File: src/rtl/esf_pkg.sv
package esf_pkg;

    typedef enum logic [2:0] {
        EV_NONE     = 3'd0,
        EV_PROG_GO  = 3'd1,
        EV_ERASE_GO = 3'd2,
        EV_SUSPEND  = 3'd3,
        EV_RESUME   = 3'd4,
        EV_FINISH   = 3'd5
    } evt_e;

    typedef enum logic [2:0] {
        M_ARRAY     = 3'd0,
        M_PROG      = 3'd1,
        M_ERASE     = 3'd2,
        M_SUSP      = 3'd3,
        M_SUSP_PROG = 3'd4
    } mode_e;

    localparam int unsigned BYTE_W = 8;

endpackage

File: src/rtl/esf_mode_fsm.sv
module esf_mode_fsm
    import esf_pkg::*;
(
    input  logic  clk,
    input  logic  rst_n,
    input  evt_e  evt,
    output mode_e mode,
    output logic  op_start
);

    mode_e mode_q;
    mode_e mode_d;

    always_ff @(posedge clk) begin
        if (!rst_n) begin
            mode_q <= M_ARRAY;
        end else begin
            mode_q <= mode_d;
        end
    end

    always_comb begin
        mode_d = mode_q;
        unique case (mode_q)
            M_ARRAY: begin
                if (evt == EV_PROG_GO) begin
                    mode_d = M_PROG;
                end else if (evt == EV_ERASE_GO) begin
                    mode_d = M_ERASE;
                end
            end
            M_PROG: begin
                if (evt == EV_FINISH) begin
                    mode_d = M_ARRAY;
                end
            end
            M_ERASE: begin
                if (evt == EV_SUSPEND) begin
                    mode_d = M_SUSP;
                end else if (evt == EV_FINISH) begin
                    mode_d = M_ARRAY;
                end
            end
            M_SUSP: begin
                if (evt == EV_RESUME) begin
                    mode_d = M_ERASE;
                end else if (evt == EV_PROG_GO) begin
                    mode_d = M_SUSP_PROG;
                end else if (evt == EV_FINISH) begin
                    mode_d = M_ARRAY;
                end
            end
            M_SUSP_PROG: begin
                if (evt == EV_FINISH) begin
                    mode_d = M_SUSP;
                end
            end
            default: mode_d = M_ARRAY;
        endcase
    end

    always_comb begin
        op_start = 1'b0;
        unique case (mode_q)
            M_ARRAY:     op_start = (evt == EV_PROG_GO) || (evt == EV_ERASE_GO);
            M_SUSP:      op_start = (evt == EV_PROG_GO);
            M_PROG,
            M_ERASE,
            M_SUSP_PROG: op_start = 1'b0;
            default:     op_start = 1'b0;
        endcase
    end

    assign mode = mode_q;

    AST_SUSP_ENTRY: assert property (@(posedge clk) disable iff (!rst_n)
        (mode_q == M_SUSP) && ($past(mode_q) != M_SUSP) |-> ($past(mode_q) == M_ERASE) || ($past(mode_q) == M_SUSP_PROG));

    AST_PROG_FROM_IDLE: assert property (@(posedge clk) disable iff (!rst_n)
        $rose(mode_q == M_PROG) |-> ($past(mode_q) == M_ARRAY));

    AST_SUSP_PROG_ENTRY: assert property (@(posedge clk) disable iff (!rst_n)
        $rose(mode_q == M_SUSP_PROG) |-> ($past(mode_q) == M_SUSP));

endmodule

File: src/rtl/esf_sector_hit.sv
module esf_sector_hit #(
    parameter int unsigned NSECT  = 8,
    localparam int unsigned SECT_W = (NSECT > 1) ? $clog2(NSECT) : 1
) (
    input  logic [SECT_W-1:0] sect_idx,
    input  logic [NSECT-1:0]  sel_mask,
    output logic              hit
);

    logic [NSECT-1:0] match_vec;

    for (genvar i = 0; i < NSECT; i++) begin : g_sect
        assign match_vec[i] = sel_mask[i] && (sect_idx == SECT_W'(i));
    end

    assign hit = |match_vec;

endmodule

File: src/rtl/esf_toggles.sv
module esf_toggles (
    input  logic clk,
    input  logic rst_n,
    input  logic clear,
    input  logic flip6,
    input  logic flip2,
    output logic t6,
    output logic t2
);

    logic t6_q;
    logic t2_q;

    always_ff @(posedge clk) begin
        if (!rst_n) begin
            t6_q <= 1'b0;
            t2_q <= 1'b0;
        end else if (clear) begin
            t6_q <= 1'b0;
            t2_q <= 1'b0;
        end else begin
            if (flip6) begin
                t6_q <= ~t6_q;
            end
            if (flip2) begin
                t2_q <= ~t2_q;
            end
        end
    end

    assign t6 = t6_q;
    assign t2 = t2_q;

    AST_CLEAR_WINS: assert property (@(posedge clk) disable iff (!rst_n)
        clear |=> (t6_q == 1'b0) && (t2_q == 1'b0));

    AST_T6_HOLD: assert property (@(posedge clk) disable iff (!rst_n)
        !clear && !flip6 |=> $stable(t6_q));

    AST_T2_HOLD: assert property (@(posedge clk) disable iff (!rst_n)
        !clear && !flip2 |=> $stable(t2_q));

endmodule

File: src/rtl/esf_view.sv
module esf_view
    import esf_pkg::*;
(
    input  mode_e             mode,
    input  logic              sect_hit,
    input  logic              t6,
    input  logic              t2,
    input  logic              win_open,
    input  logic              time_fail,
    input  logic              pb_msb,
    input  logic [BYTE_W-1:0] array_data,
    output logic [BYTE_W-1:0] byte_out,
    output logic              want6,
    output logic              want2,
    output logic              is_status
);

    always_comb begin
        byte_out  = array_data;
        want6     = 1'b0;
        want2     = 1'b0;
        is_status = 1'b0;
        unique case (mode)
            M_ARRAY: begin
                byte_out = array_data;
            end
            M_PROG, M_SUSP_PROG: begin
                byte_out  = {~pb_msb, t6, time_fail, 5'b00000};
                want6     = 1'b1;
                is_status = 1'b1;
            end
            M_ERASE: begin
                byte_out  = {1'b0, t6, time_fail, 1'b0, ~win_open, t2, 2'b00};
                want6     = 1'b1;
                want2     = sect_hit;
                is_status = 1'b1;
            end
            M_SUSP: begin
                if (sect_hit) begin
                    byte_out  = {1'b1, t6, 3'b000, t2, 2'b00};
                    want2     = 1'b1;
                    is_status = 1'b1;
                end else begin
                    byte_out = array_data;
                end
            end
            default: begin
                byte_out = array_data;
            end
        endcase
    end

endmodule

File: src/rtl/esf_top.sv
module esf_top
    import esf_pkg::*;
#(
    parameter int unsigned ADDR_W = 19,
    parameter int unsigned NSECT  = 8
) (
    input  logic              clk,
    input  logic              rst_n,
    input  logic [2:0]        op_evt,
    input  logic [NSECT-1:0]  erase_sel,
    input  logic              win_open,
    input  logic              time_fail,
    input  logic [7:0]        prog_byte,
    input  logic              rd_stb,
    input  logic [ADDR_W-1:0] rd_addr,
    input  logic [7:0]        array_data,
    output logic              rd_valid,
    output logic [7:0]        rd_data
);

    localparam int unsigned SECT_W = (NSECT > 1) ? $clog2(NSECT) : 1;
    localparam int unsigned LO_W   = ADDR_W - SECT_W;

    mode_e             mode;
    logic              op_start;
    logic              sect_hit;
    logic              t6;
    logic              t2;
    logic              want6;
    logic              want2;
    logic              is_status;
    logic [BYTE_W-1:0] view_byte;
    logic [SECT_W-1:0] sect_idx;
    logic              rsp_status;
    logic              unused_bits;

    assign sect_idx    = rd_addr[ADDR_W-1 -: SECT_W];
    assign unused_bits = ^{rd_addr[LO_W-1:0], prog_byte[6:0]};

    esf_mode_fsm u_fsm (
        .clk      (clk),
        .rst_n    (rst_n),
        .evt      (evt_e'(op_evt)),
        .mode     (mode),
        .op_start (op_start)
    );

    esf_sector_hit #(
        .NSECT (NSECT)
    ) u_hit (
        .sect_idx (sect_idx),
        .sel_mask (erase_sel),
        .hit      (sect_hit)
    );

    esf_toggles u_tog (
        .clk   (clk),
        .rst_n (rst_n),
        .clear (op_start),
        .flip6 (rd_stb && want6),
        .flip2 (rd_stb && want2),
        .t6    (t6),
        .t2    (t2)
    );

    esf_view u_view (
        .mode       (mode),
        .sect_hit   (sect_hit),
        .t6         (t6),
        .t2         (t2),
        .win_open   (win_open),
        .time_fail  (time_fail),
        .pb_msb     (prog_byte[7]),
        .array_data (array_data),
        .byte_out   (view_byte),
        .want6      (want6),
        .want2      (want2),
        .is_status  (is_status)
    );

    always_ff @(posedge clk) begin
        if (!rst_n) begin
            rd_valid   <= 1'b0;
            rd_data    <= '0;
            rsp_status <= 1'b0;
        end else begin
            rd_valid <= rd_stb;
            if (rd_stb) begin
                rd_data    <= view_byte;
                rsp_status <= is_status;
            end
        end
    end

    AST_VALID_FOLLOWS: assert property (@(posedge clk) disable iff (!rst_n)
        rd_stb |=> rd_valid);

    AST_ARRAY_PASS: assert property (@(posedge clk) disable iff (!rst_n)
        rd_stb && (mode == M_ARRAY) |=> rd_data == $past(array_data));

    AST_ERASE_B7: assert property (@(posedge clk) disable iff (!rst_n)
        rd_stb && (mode == M_ERASE) |=> !rd_data[7]);

    AST_PROG_B7: assert property (@(posedge clk) disable iff (!rst_n)
        rd_stb && ((mode == M_PROG) || (mode == M_SUSP_PROG)) |=> rd_data[7] != $past(prog_byte[7]));

    AST_SUSP_SEL_B7: assert property (@(posedge clk) disable iff (!rst_n)
        rd_stb && (mode == M_SUSP) && sect_hit |=> rd_data[7] && !rd_data[5]);

    AST_RESERVED_ZERO: assert property (@(posedge clk) disable iff (!rst_n)
        rd_valid && rsp_status |-> (rd_data[4] == 1'b0) && (rd_data[1] == 1'b0) && (rd_data[0] == 1'b0));

endmodule

File: config.mk
export PLATFORM = sky130hd
export DESIGN_NAME = esf_top
export DESIGN_NICKNAME = d
export VERILOG_FILES = /design/src/rtl/esf_pkg.sv /design/src/rtl/esf_mode_fsm.sv /design/src/rtl/esf_sector_hit.sv /design/src/rtl/esf_toggles.sv /design/src/rtl/esf_view.sv /design/src/rtl/esf_top.sv
export SDC_FILE = /design/constraint.sdc
export NUM_CORES = 1
export LEC_CHECK = 0
export BUFFER_PORTS_ARGS = -buffer_cell sky130_fd_sc_hd__buf_2
export CAP_MARGIN = 30
export CORE_MARGIN = 8
export CORE_UTILIZATION = 42
export CTS_BUF_LIST = sky130_fd_sc_hd__clkbuf_16
export CTS_CLUSTER_SIZE = 16
export DETAILED_ROUTE_END_ITERATION = 16
export PLACE_DENSITY_LB_ADDON = 0.08
export REMOVE_ABC_BUFFERS = 1
export SYNTH_ARGS = -nofsm -noshare
export SYNTH_HDL_FRONTEND = slang
export SYNTH_SLANG_ARGS = --single-unit
File: constraint.sdc
create_clock -name clk -period 2 [get_ports clk]
set_input_delay 0.1 -clock clk [delete_from_list [all_inputs] [get_ports clk]]
set_output_delay 0.1 -clock clk [all_outputs]
set_load 0.01 [all_outputs]
Word-level counts from Yosys, hierarchy flattened
Index checks and enable logic that the tools add are counted.
{ "totals": {"ff_bits": 14, "latchBits": 0, "mem_bits_rw": 0, "rom_bits": 0, "elab_cells": 60, "mem_count": 0} }
{ "op_classes": {"n_addsub": 0, "mul": 0, "div_mod_pow": 0, "n_lt_le_gt_ge": 0, "n_eq_ne": 18, "n_shift": 0, "mux": 14, "bitwise_logic": 5, "reduce_logical": 18} }
{ "op_table": {"columns": ["cell", "n"], "rows": [
  ["one-hot mux 8 bit (3 select lines)", 1],
  ["equality test 3 bit (second input constant)", 7],
  ["2-to-1 mux 3 bit", 7],
  ["equality test 3 x 2 -> 1 bit (second input constant)", 6],
  ["one-hot mux 3 bit (5 select lines)", 1],
  ["logical AND 1 bit", 10],
  ["equality test 3 x 1 -> 1 bit (second input constant)", 3],
  ["2-to-1 mux 8 bit", 1],
  ["OR reduction 8 bit", 1],
  ["zero test 3 bit", 2],
  ["inverter 1 bit", 5],
  ["one-hot mux 1 bit (2 select lines)", 2],
  ["OR reduction 2 bit", 2],
  ["!= test 3 x 1 -> 1 bit (second input constant)", 1],
  ["OR reduction 3 bit", 1],
  ["2-to-1 mux 1 bit", 2],
  ["!= test 2 x 1 -> 1 bit (second input constant)", 1],
  ["AND reduction 2 bit", 1],
  ["logical OR 1 bit", 1]
]} }

Longest topological paths before layout
Gate-level depths: netlist of the first run.
{ "logic_depth": {"ltp_word": 6, "mapped_depth": 6} }

Hierarchy
Synthesis of the first run repeated with hierarchy kept, for this count alone.
{ "hier_totals": {"cells_unflattened": 106, "area_unflattened_um2": 983.4} }
{ "modules_own_cells": {"columns": ["mod", "n_inst", "cells_each", "area_per_inst_um2"], "rows": [
  ["esf_top", 1, 29, 344.1],
  ["esf_mode_fsm", 1, 34, 274.0],
  ["esf_view", 1, 33, 230.2],
  ["esf_toggles", 1, 7, 71.3],
  ["esf_sector_hit", 1, 3, 63.8]
]} }

Least setup slack after synthesis of the first run
No wires, ideal clock.
{ "synth_path": {"path_kind": "reg2reg", "from": "register u_fsm.mode_q[1], in the netlist u_fsm.mode[1]", "to": "register u_tog.t6_q, in the netlist u_tog.t6", "arrival_time_ns": 1.273, "required_time_ns": 1.878, "slack_ns": 0.605, "stages_incl_launch_ff": 5, "period_less_slack_ns": 1.395, "cell_sequence": "dfxtp_1 -> nor2_1 -> or4b_2 -> nand3_1 -> a21oi_1"} }
{ "synth_between": {"elab_chain_cells": 4, "word_cells_on_any_way": 10, "cone_classes": "eq/ne (4); mux (2); reduce/logical (4)"} }
{ "synth_rtl": {"columns": ["element", "line_no", "text"], "rows": [
  ["from (decl)", "esf_mode_fsm.sv:11", "mode_e mode_q;"],
  ["from (signal assigned)", "esf_mode_fsm.sv:18", "mode_q <= mode_d;"],
  ["equality test 3 x 1 -> 1 bit (tied with other cells)", "esf_view.sv:23", "unique case (mode)"],
  ["OR reduction 3 bit (no source line)", null, null],
  ["2-to-1 mux 1 bit", "esf_view.sv:23", null],
  ["logical AND 1 bit", "esf_top.sv:60", ".flip6 (rd_stb && want6),"],
  ["to (signal assigned)", "esf_toggles.sv:23", "t6_q <= ~t6_q;"],
  ["to (decl)", "esf_toggles.sv:11", "logic t6_q;"]
]} }
Parallel ways exist; a longest one is shown, timed or not.
A chain may end at the register's enable or synchronous reset.

Worst setup path in the final report of the first run
Ends and elaborated chain as after synthesis.

==> summary.md, run 1 <==
| Metric | Value |
|---|---|
| Root Driver | `clkbuf_16` |
| Synth Instances | `118` |
| Multi-input logic area | `638 µm²` |
| GRT Total Usage | `12.7%` |
| Top cells by count, synth | `dfxtp_1 (14), o21ai_0 (11), inv_1 (8), nor2_1 (7)` |
| CP max FO | `8` |
| Number of inserted diodes | `0` |
| Top cell type's share of synthesized area | `28.6%` |
| Max Buffers Root-to-Sink | `2` |
| Critical R2R Launch | `u_fsm.mode[1]` |
| Max_cap viols | `0` |
| Clock Skew | `0.00276 ns` |
| Design Power | `882 µW` |
| Fill count | `227` |
| Crit-path slowest cell | `or4b_2` |
| CP Cell Sequence | `nor2_1 > or4b_2 > nand3_1 > a21oi_1` |
| CTS Hold Bufs | `0` |
| Ports | `60` |
| CTS Buf Count | `3` |
| Register area | `280 µm²` |
| Dpl ws | `0.417 ns` |
| Final setup viols | `0` |
| Worst min path class | `primary input to register` |
| Final Cycle Share | `80.4%` |
| Leak | `0.000574 µW` |
| Per-cell routed wire length | `14.2 µm` |
| Post-CTS setup buffers | `0` |
| Drt initial violations | `36` |
| Hold Startpoint | `array_data[5]` |
| Starting Density | `44.3%` |
| Share of layout cells above drive strength 1 | `31.8%` |
| Worst Slack Setup Final | `0.392 ns` |
| Required @ worst endpoint | `2.13 ns` |
| GPL Wtd Cong | `0.841` |
| Max VDD drop | `0.616 mV` |
| Row cnt | `17` |
| NumNets Final | `206` |
| Sink Count | `14` |
| Floorplan Core Area | `0.00221 mm²` |
| Synthesized area | `981 µm²` |
| Post-layout min period | `1.61 ns` |
| Post-synthesis async set-or-reset flop share | `0%` |
| Slew Viols, Final | `0` |
| CP endpoint kind | `register` |
| CTS tree | `built` |
| Drc violations | `0` |
| Count of final hold-check violations | `0` |
| Vias in the first global route | `1027` |
| CP peak stage delay | `0.63 ns` |
| Synth cell types | `46` |
| PostCTS Resize Cnt | `0` |
| Layout Cells excl Fill | `182` |
| Die width | `64.3 µm` |
| H-tree levels | `1` |
| Die H | `64.3 µm` |
| DR vias/cell | `5.54` |
| Yosys warns | `0` |
| Cells after DPL | `178` |
| Reg clk slew, reported paths | `0.05 ns` |
| Crit. Startpoint | `u_fsm.mode[1]` |
| Clk_lat worst skew | `0.24 ns` |
| Final core occ | `57.2%` |
| Input/output buffers | `36` |
| Setup TNS | `0 ns` |
| 1st-pass router iterations | `4` |
| Slew HR | `65.5%` |
| Unrepaired setup endpoints after global routing | `no` |
| Element type at the critical path start | `register` |
| Slew of the pin with the lowest slew margin | `0.514 ns` |
| FF+latch count, synth | `14` |
| Area contributors post-synth | `dfxtp_1 (29%), o21ai_0 (5.6%), a32o_1 (4.1%), mux2i_1 (3.1%), inv_1 (3.1%)` |
| Initial antenna violation count | `0` |
| P&R area growth vs syn | `29.0%` |
| GRT Residual Overflow | `0` |
| Pin count of the biggest net entering global routing | `18` |
| PD cells | `697 mW/mm²` |
| Count leader, synth | `dfxtp_1` |
| FMAX | `622 MHz` |
| Status | `completed` |
| Vias | `1009` |
| Avg Cell Area, Syn | `8.31 µm²` |
| Post-synth top area cell | `dfxtp_1` |
| Seq/Total Area, Yosys | `28.6%` |
| Drt total wl | `2.58 mm` |
| First-pass GRT wire length | `4.39 mm` |
| Crit Path Class | `register to register` |
| Antenna Nets Post-Route | `0` |
| Number of enable flip-flop cells after synthesis | `0` |
| Hpwl dp | `2.05 mm` |
| Worst EP arrival | `1.73 ns` |
| Die area | `0.00414 mm²` |
| Ys flop type | `dfxtp_1` |
==> path summary, 6_finish.rpt <==
check,slack (ns),to,cells past startpoint
setup reg to reg,0.39,u_tog.t6,4
hold reg to reg,0.49,rd_data[0],1
setup / recovery,0.39,u_tog.t6,4
hold / removal,0.21,rd_data[5],3
==> worst max-delay path, delay by kind of cell, from the launching register on <==
kind / cells / cell delay [ns]
and+or+nand+nor: 3 / 1.06
DFF: 1 / 0.38
AOI/OAI and AO/OA: 1 / 0.05
==> power breakdown <==
group,switching [µW],internal (µW)
clock network,110,264
logic,101,92.8
registers,14.8,300
==> flip-flops by register name, indices dropped and copies added (netlist names) <==
signal / count
u_tog.t6: 1
u_fsm.mode: 3
rd_data: 8
rd_valid: 1
u_tog.t2: 1
==> cells by family after synthesis <==
logic type             share of synthesized area (%)
multiplexers                                    4.59
AND/OR/NAND/NOR                                 24.0
XOR/XNOR                                        3.57
flip-flops                                      28.6
buffers and inverters                           6.38
AO/OA/AOI/OAI                                   32.9
==> per-stage QoR <==
| stage | hold slack (ns) | area [µm²] |
|---|---|---|
| floorplan | 0.200 | 948 |
| global placement | 0.435 | 1190 |
| detailed placement | 0.454 | 1190 |
| CTS | 0.207 | 1260 |
| global route | 0.257 | 1260 |
| finish | 0.209 | 1260 |
==> metal layers <==
layer	up-vias	global-route usage, %	wire length [µm]
met5	-	0	0
met4	0	3.27	12
met3	2	4.88	165
met2	23	22.4	1290
met1	467	13.8	1110
li1	517	-	-
==> area by class of cell <==
class / count / share of cell area (%)
multi-input cells: 89 / 50.4
flip-flops and latches: 14 / 22.2
repair buffers: 39 / 16.0
clock buffers: 3 / 5.93
well taps: 28 / 2.77
inverters: 8 / 2.37
clock inverters: 1 / 0.297
==> cell usage in the layout (no fill, tap or decap), types with 4 or more instances in the layout <==
master / instances
a32o_1: 4
o21ai_0: 11
nor2_1: 7
nand2_1: 5
inv_1: 8
dfxtp_1: 14
buf_2: 36
nand3_1: 4
a21oi_1: 5
(Power assumes the default switching activity.)
==> inputs of run 2 (changes only) <==
clock period = 1.6 ns   (was 2 ns; I/O delays follow)
==> run 2 against run 1 <==
- clock power is 28% higher
- critical path type unchanged
- utilization is 1.5 points higher
- sequential cell count stayed put
- worst setup slack worse by 0.21 ns
- largest power group unchanged
- highest routed layer unchanged
- die area stayed put
==> summary.md, run 2 (same netlist as run 1, synthesis figures left out) <==
| Metric | Value |
|---|---|
| Status | `completed` |
| Max VDD drop | `0.814 mV` |
| CP endpoint kind | `register` |
| Final setup viols | `0` |
| CP max FO | `8` |
| CP peak stage delay | `0.59 ns` |
| Post-CTS setup buffers | `0` |
| Max Buffers Root-to-Sink | `2` |
| Drt total wl | `2.52 mm` |
| Floorplan Core Area | `0.00221 mm²` |
| P&R area growth vs syn | `32.4%` |
| Slew Viols, Final | `0` |
| Leak | `0.000595 µW` |
| Worst EP arrival | `1.55 ns` |
| Reg2reg end | `u_tog.t6` |
| Die width | `64.3 µm` |
| Per-cell routed wire length | `13.5 µm` |
| Antenna Nets Post-Route | `0` |
| Crit Path Class | `register to register` |
| Drc violations | `0` |
| Die H | `64.3 µm` |
| Row cnt | `17` |
| Unrepaired setup endpoints after global routing | `no` |
| GPL Wtd Cong | `0.832` |
| Pin count of the biggest net entering global routing | `18` |
| Starting Density | `44.3%` |
| Setup TNS | `0 ns` |
| FMAX | `703 MHz` |
| WP depth | `4` |
| Share of layout cells above drive strength 1 | `34.2%` |
| Final Cycle Share | `88.9%` |
| Drt initial violations | `54` |
| Clock Skew | `0.00257 ns` |
| 1st-pass router iterations | `4` |
| Top reg by flops | `rd_data` |
| Sink Count | `14` |
| Worst Setup EP | `u_tog.t6` |
| Crit. Startpoint | `u_fsm.mode[0]` |
| CTS Buf Count | `3` |
| Worst path top cell family by delay | `simple AND/OR/NAND/NOR gates` |
| PD cells | `862 mW/mm²` |
| CTS Hold Bufs | `0` |
| Input/output buffers | `36` |
| Slew of the pin with the lowest slew margin | `0.384 ns` |
| Most frequent cells in the layout | `buf_2 (36), dfxtp_1 (14), o21ai_0 (11), inv_1 (8)` |
| Worst min path class | `primary input to register` |
| Vias | `1050` |
| CP Cell Sequence | `nor2_1 > or4b_2 > nand3_1 > a21oi_1` |
| Initial antenna violation count | `0` |
| Critical path buffer and inverter count | `0` |
| First-pass GRT wire length | `4.36 mm` |
| CTS tree | `built` |
| Commonest non-fill, non-tap cell in the layout | `buf_2` |
| Post-layout min period | `1.42 ns` |
| Count of final hold-check violations | `0` |
| R2r setup slk | `0.18 ns` |
| Fill count | `224` |
| Ports | `60` |
| Required @ worst endpoint | `1.73 ns` |
| Worst r2r path cells | `4` |
| Max_cap viols | `0` |
| GRT Total Usage | `12.7%` |
| Slew HR | `74.4%` |
| Root Driver | `clkbuf_16` |
| H-tree levels | `1` |
| Number of inserted diodes | `0` |
| Final core occ | `58.7%` |
| Clk_lat worst skew | `0.25 ns` |
| Hpwl dp | `2.01 mm` |
| Element type at the critical path start | `register` |
| Max reg flops | `8` |
| Critical R2R Launch | `u_fsm.mode[0]` |
| Reg clk slew, reported paths | `0.05 ns` |
| Crit-path slowest cell | `or4b_2` |
| PostCTS Resize Cnt | `0` |
| DR vias/cell | `5.65` |
| Vias in the first global route | `1000` |
| NumNets Final | `210` |
| GRT Residual Overflow | `0` |
| Die area | `0.00414 mm²` |
run 2: changes by cell type in the layout (fill, tap and decap cells not counted), sizes merged:
cell	before	now
buf	39	43
run 2: worst min-delay path, delay by kind of cell:
kind            cells  cell delay, ns
simple gates        1            0.13
compound gates      1            0.11
buf+inv             1            0.07
run 2: cell type report:
| class | count | area, µm² | area share [%] |
|---|---|---|---|
| sequential | 14 | 280 | 21.6 |
| inverter | 8 | 30.0 | 2.31 |
| clock inverter | 1 | 3.75 | 0.289 |
| timing repair buffer | 43 | 233 | 17.9 |
| tap | 28 | 35.0 | 2.70 |
| multi-input combinational | 89 | 642 | 49.4 |
| clock buffer | 3 | 75.1 | 5.78 |
run 2: worst min-delay path by stage:
| stage | from | to | depth (start not counted) |
|---|---|---|---|
| global route | array_data[5] | rd_data[5] | 3 |
| floorplan | rd_stb | rd_data[7] | 1 |
| CTS | array_data[5] | rd_data[5] | 3 |
| finish | array_data[5] | rd_data[5] | 3 |
| global placement | array_data[5] | rd_data[5] | 3 |
| detailed placement | array_data[5] | rd_data[5] | 3 |
run 2: stage by stage:
step | total power, µW | hold slack (ns) | std cells | cell area (µm²) | setup WS [ns]
floorplan | 541 | 0.180 | 111 | 948 | 0.107
global placement | 642 | 0.414 | 182 | 1220 | 0.129
detailed placement | 648 | 0.428 | 182 | 1220 | 0.0923
CTS | 1130 | 0.172 | 186 | 1290 | 0.0722
global route | 1180 | 0.201 | 186 | 1300 | 0.0700
finish | 1120 | 0.179 | 186 | 1300 | 0.178
run 2: layer usage:
metal / track usage [%] / part of all wire, % / vias up / wire [µm]
li1: - / - / 525 / -
met1: 14.8 / 43 / 483 / 1080
met2: 20.1 / 48 / 38 / 1210
met3: 5.23 / 8.1 / 4 / 205
met4: 4.90 / 1.2 / 0 / 31
met5: 0 / 0 / - / 0
run 2: report_power, final:
group	total, µW	leakage (µW)	internal (µW)	switching (µW)
Sequential	394	0.000115	375	18.9
Clock	477	0.0000385	331	147
Combinational	248	0.000442	123	125
==> inputs of run 3 (changes only) <==
CAP_MARGIN = default   (was 30)
REMOVE_ABC_BUFFERS = default   (was 1)
==> run 3 against run 2 <==
- combinational power barely moved
- critical path depth grew 1
- die area is the same
- non-clock buffer count down 3
- clock skew fell by 0.00067 ns
- utilization down 1.2 points
- register-to-register slack hardly changed
- maximum frequency up 0.76%
- sequential cell count unchanged
- sequential power hardly changed
- final area is 2.0% lower
- critical path type unchanged
==> summary.md, run 3 (same netlist as run 1, synthesis figures left out) <==
| Metric | Value |
|---|---|
| Final setup viols | `0` |
| Pin count of the biggest net entering global routing | `18` |
| Required @ worst endpoint | `1.71 ns` |
| PD cells | `863 mW/mm²` |
| CP endpoint kind | `register` |
| Final Cycle Share | `88.2%` |
| CTS tree | `built` |
| Die H | `64.3 µm` |
| Clock Skew | `0.00190 ns` |
| Die width | `64.3 µm` |
| P&R area growth vs syn | `29.7%` |
| Post-layout min period | `1.41 ns` |
| Commonest non-fill, non-tap cell in the layout | `buf_2` |
| First-pass GRT wire length | `4.15 mm` |
| Sink Count | `14` |
| H-tree levels | `1` |
| Max VDD drop | `0.733 mV` |
| Max Buffers Root-to-Sink | `2` |
| CP max FO | `11` |
| Setup TNS | `0 ns` |
| Worst r2r path cells | `5` |
| Floorplan Core Area | `0.00221 mm²` |
| Share of layout cells above drive strength 1 | `33.1%` |
| Crit. Startpoint | `u_fsm.mode[2]` |
| Worst min path class | `primary input to register` |
| Initial antenna violation count | `0` |
| Row cnt | `17` |
| Critical R2R Launch | `u_fsm.mode[2]` |
| Drc violations | `0` |
| Top reg by flops | `rd_data` |
| Syn nets | `169` |
| Final hold slack | `0.188 ns` |
| Drt total wl | `2.49 mm` |
| NumNets Final | `207` |
| Count of final hold-check violations | `0` |
| Slew Viols, Final | `0` |
| R2r setup slk | `0.19 ns` |
| Worst Setup EP | `rd_data[6]` |
| Fill count | `204` |
| Slew HR | `75.5%` |
| GRT Residual Overflow | `0` |
| Drt initial violations | `37` |
| DR vias/cell | `5.67` |
| Antenna Nets Post-Route | `0` |
| Ports | `60` |
| Unrepaired setup endpoints after global routing | `no` |
| Hpwl dp | `1.95 mm` |
| Per-cell routed wire length | `13.7 µm` |
| FMAX | `709 MHz` |
| Number of inserted diodes | `0` |
| Hold Startpoint | `array_data[5]` |
| Reg clk slew, reported paths | `0.04 ns` |
| Crit Path Class | `register to register` |
| CTS Buf Count | `3` |
| Element type at the critical path start | `register` |
| Die area | `0.00414 mm²` |
| Max_cap viols | `0` |
| Final core occ | `57.5%` |
| Leak | `0.000578 µW` |
| Status | `completed` |
| 1st-pass router iterations | `5` |
| Starting Density | `44.3%` |
| WHS Path Cells | `3` |
| Input/output buffers | `36` |
| Root Driver | `clkbuf_16` |
| Reg2reg end | `rd_data[6]` |
| GRT Total Usage | `11.7%` |
| Worst EP arrival | `1.52 ns` |
| GPL Wtd Cong | `0.823` |
| Vias in the first global route | `1003` |
| CTS Hold Bufs | `0` |
| Clk_lat worst skew | `0.24 ns` |
| Post-CTS setup buffers | `0` |
| Most frequent cells in the layout | `buf_2 (36), dfxtp_1 (14), o21ai_0 (11), inv_1 (8), nor2_1 (7)` |
| Slew of the pin with the lowest slew margin | `0.366 ns` |
| Vias | `1032` |
| Max reg flops | `8` |
[run 3: cell types whose count changed in the layout (fill, tap and decap cells not counted)]
cell,change
buf_4,-3
clkinv_1,-1
[run 3: worst min-delay path by stage]
| stage | endpoint | slack, ns |
|---|---|---|
| 6_report | rd_data[5] | 0.19 |
| 5_1_grt | rd_data[5] | 0.20 |
| 4_1_cts | rd_data[5] | 0.18 |
| 3_5_place_dp | rd_data[5] | 0.43 |
| 3_3_place_gp | rd_data[5] | 0.42 |
| 2_1_floorplan | rd_data[0] | 0.25 |
[run 3: routing by layer]
metal | part of all wire (%) | vias up | track usage, %
li1 | - | 520 | -
met1 | 43 | 484 | 12.7
met4 | 0.76 | 0 | 3.27
met5 | 0 | - | 0
met2 | 52 | 23 | 21.2
met3 | 4.7 | 5 | 3.83
[run 3: cell type report]
cell class | count | area [µm²] | area share (%)
Inverter | 8 | 30.0 | 2.36
Timing Repair Buffer | 40 | 210 | 16.5
Clock buffer | 3 | 75.1 | 5.90
Sequential cell | 14 | 280 | 22.0
Multi-Input combinational cell | 89 | 642 | 50.4
Tap cell | 28 | 35.0 | 2.75
[run 3: timing repair]
action / 4_1_cts / 5_1_grt
gates resized for setup: 0 / 1
endpoints found under the setup margin: 0 / 4
hold endpoints to repair: 0 / 0
[run 3: worst max-delay path, cell delays in order (launching register included)]
cell and delay (ns):
dfxtp_1 0.46, buf_4 0.23, nor2_1 0.08, a221oi_1 0.29, o21a_1 0.15, o211ai_1 0.08
[run 3: power by group]
part	switching (µW)	internal, µW	leakage, µW
Combinational	126	121	0.000426
Clock	131	326	0.0000370
Sequential	18.2	376	0.000115
Total	275	822	0.000578
[run 3: stage by stage]
| step | std cells | power [µW] | instance area (µm²) | setup slack, ns |
|---|---|---|---|---|
| global route | 182 | 1150 | 1270 | 0.0981 |
| floorplan | 118 | 551 | 981 | 0.205 |
| detailed placement | 179 | 647 | 1190 | 0.0485 |
| global placement | 179 | 639 | 1190 | 0.0982 |
| finish | 182 | 1100 | 1270 | 0.189 |
| CTS | 182 | 1110 | 1270 | 0.0535 |
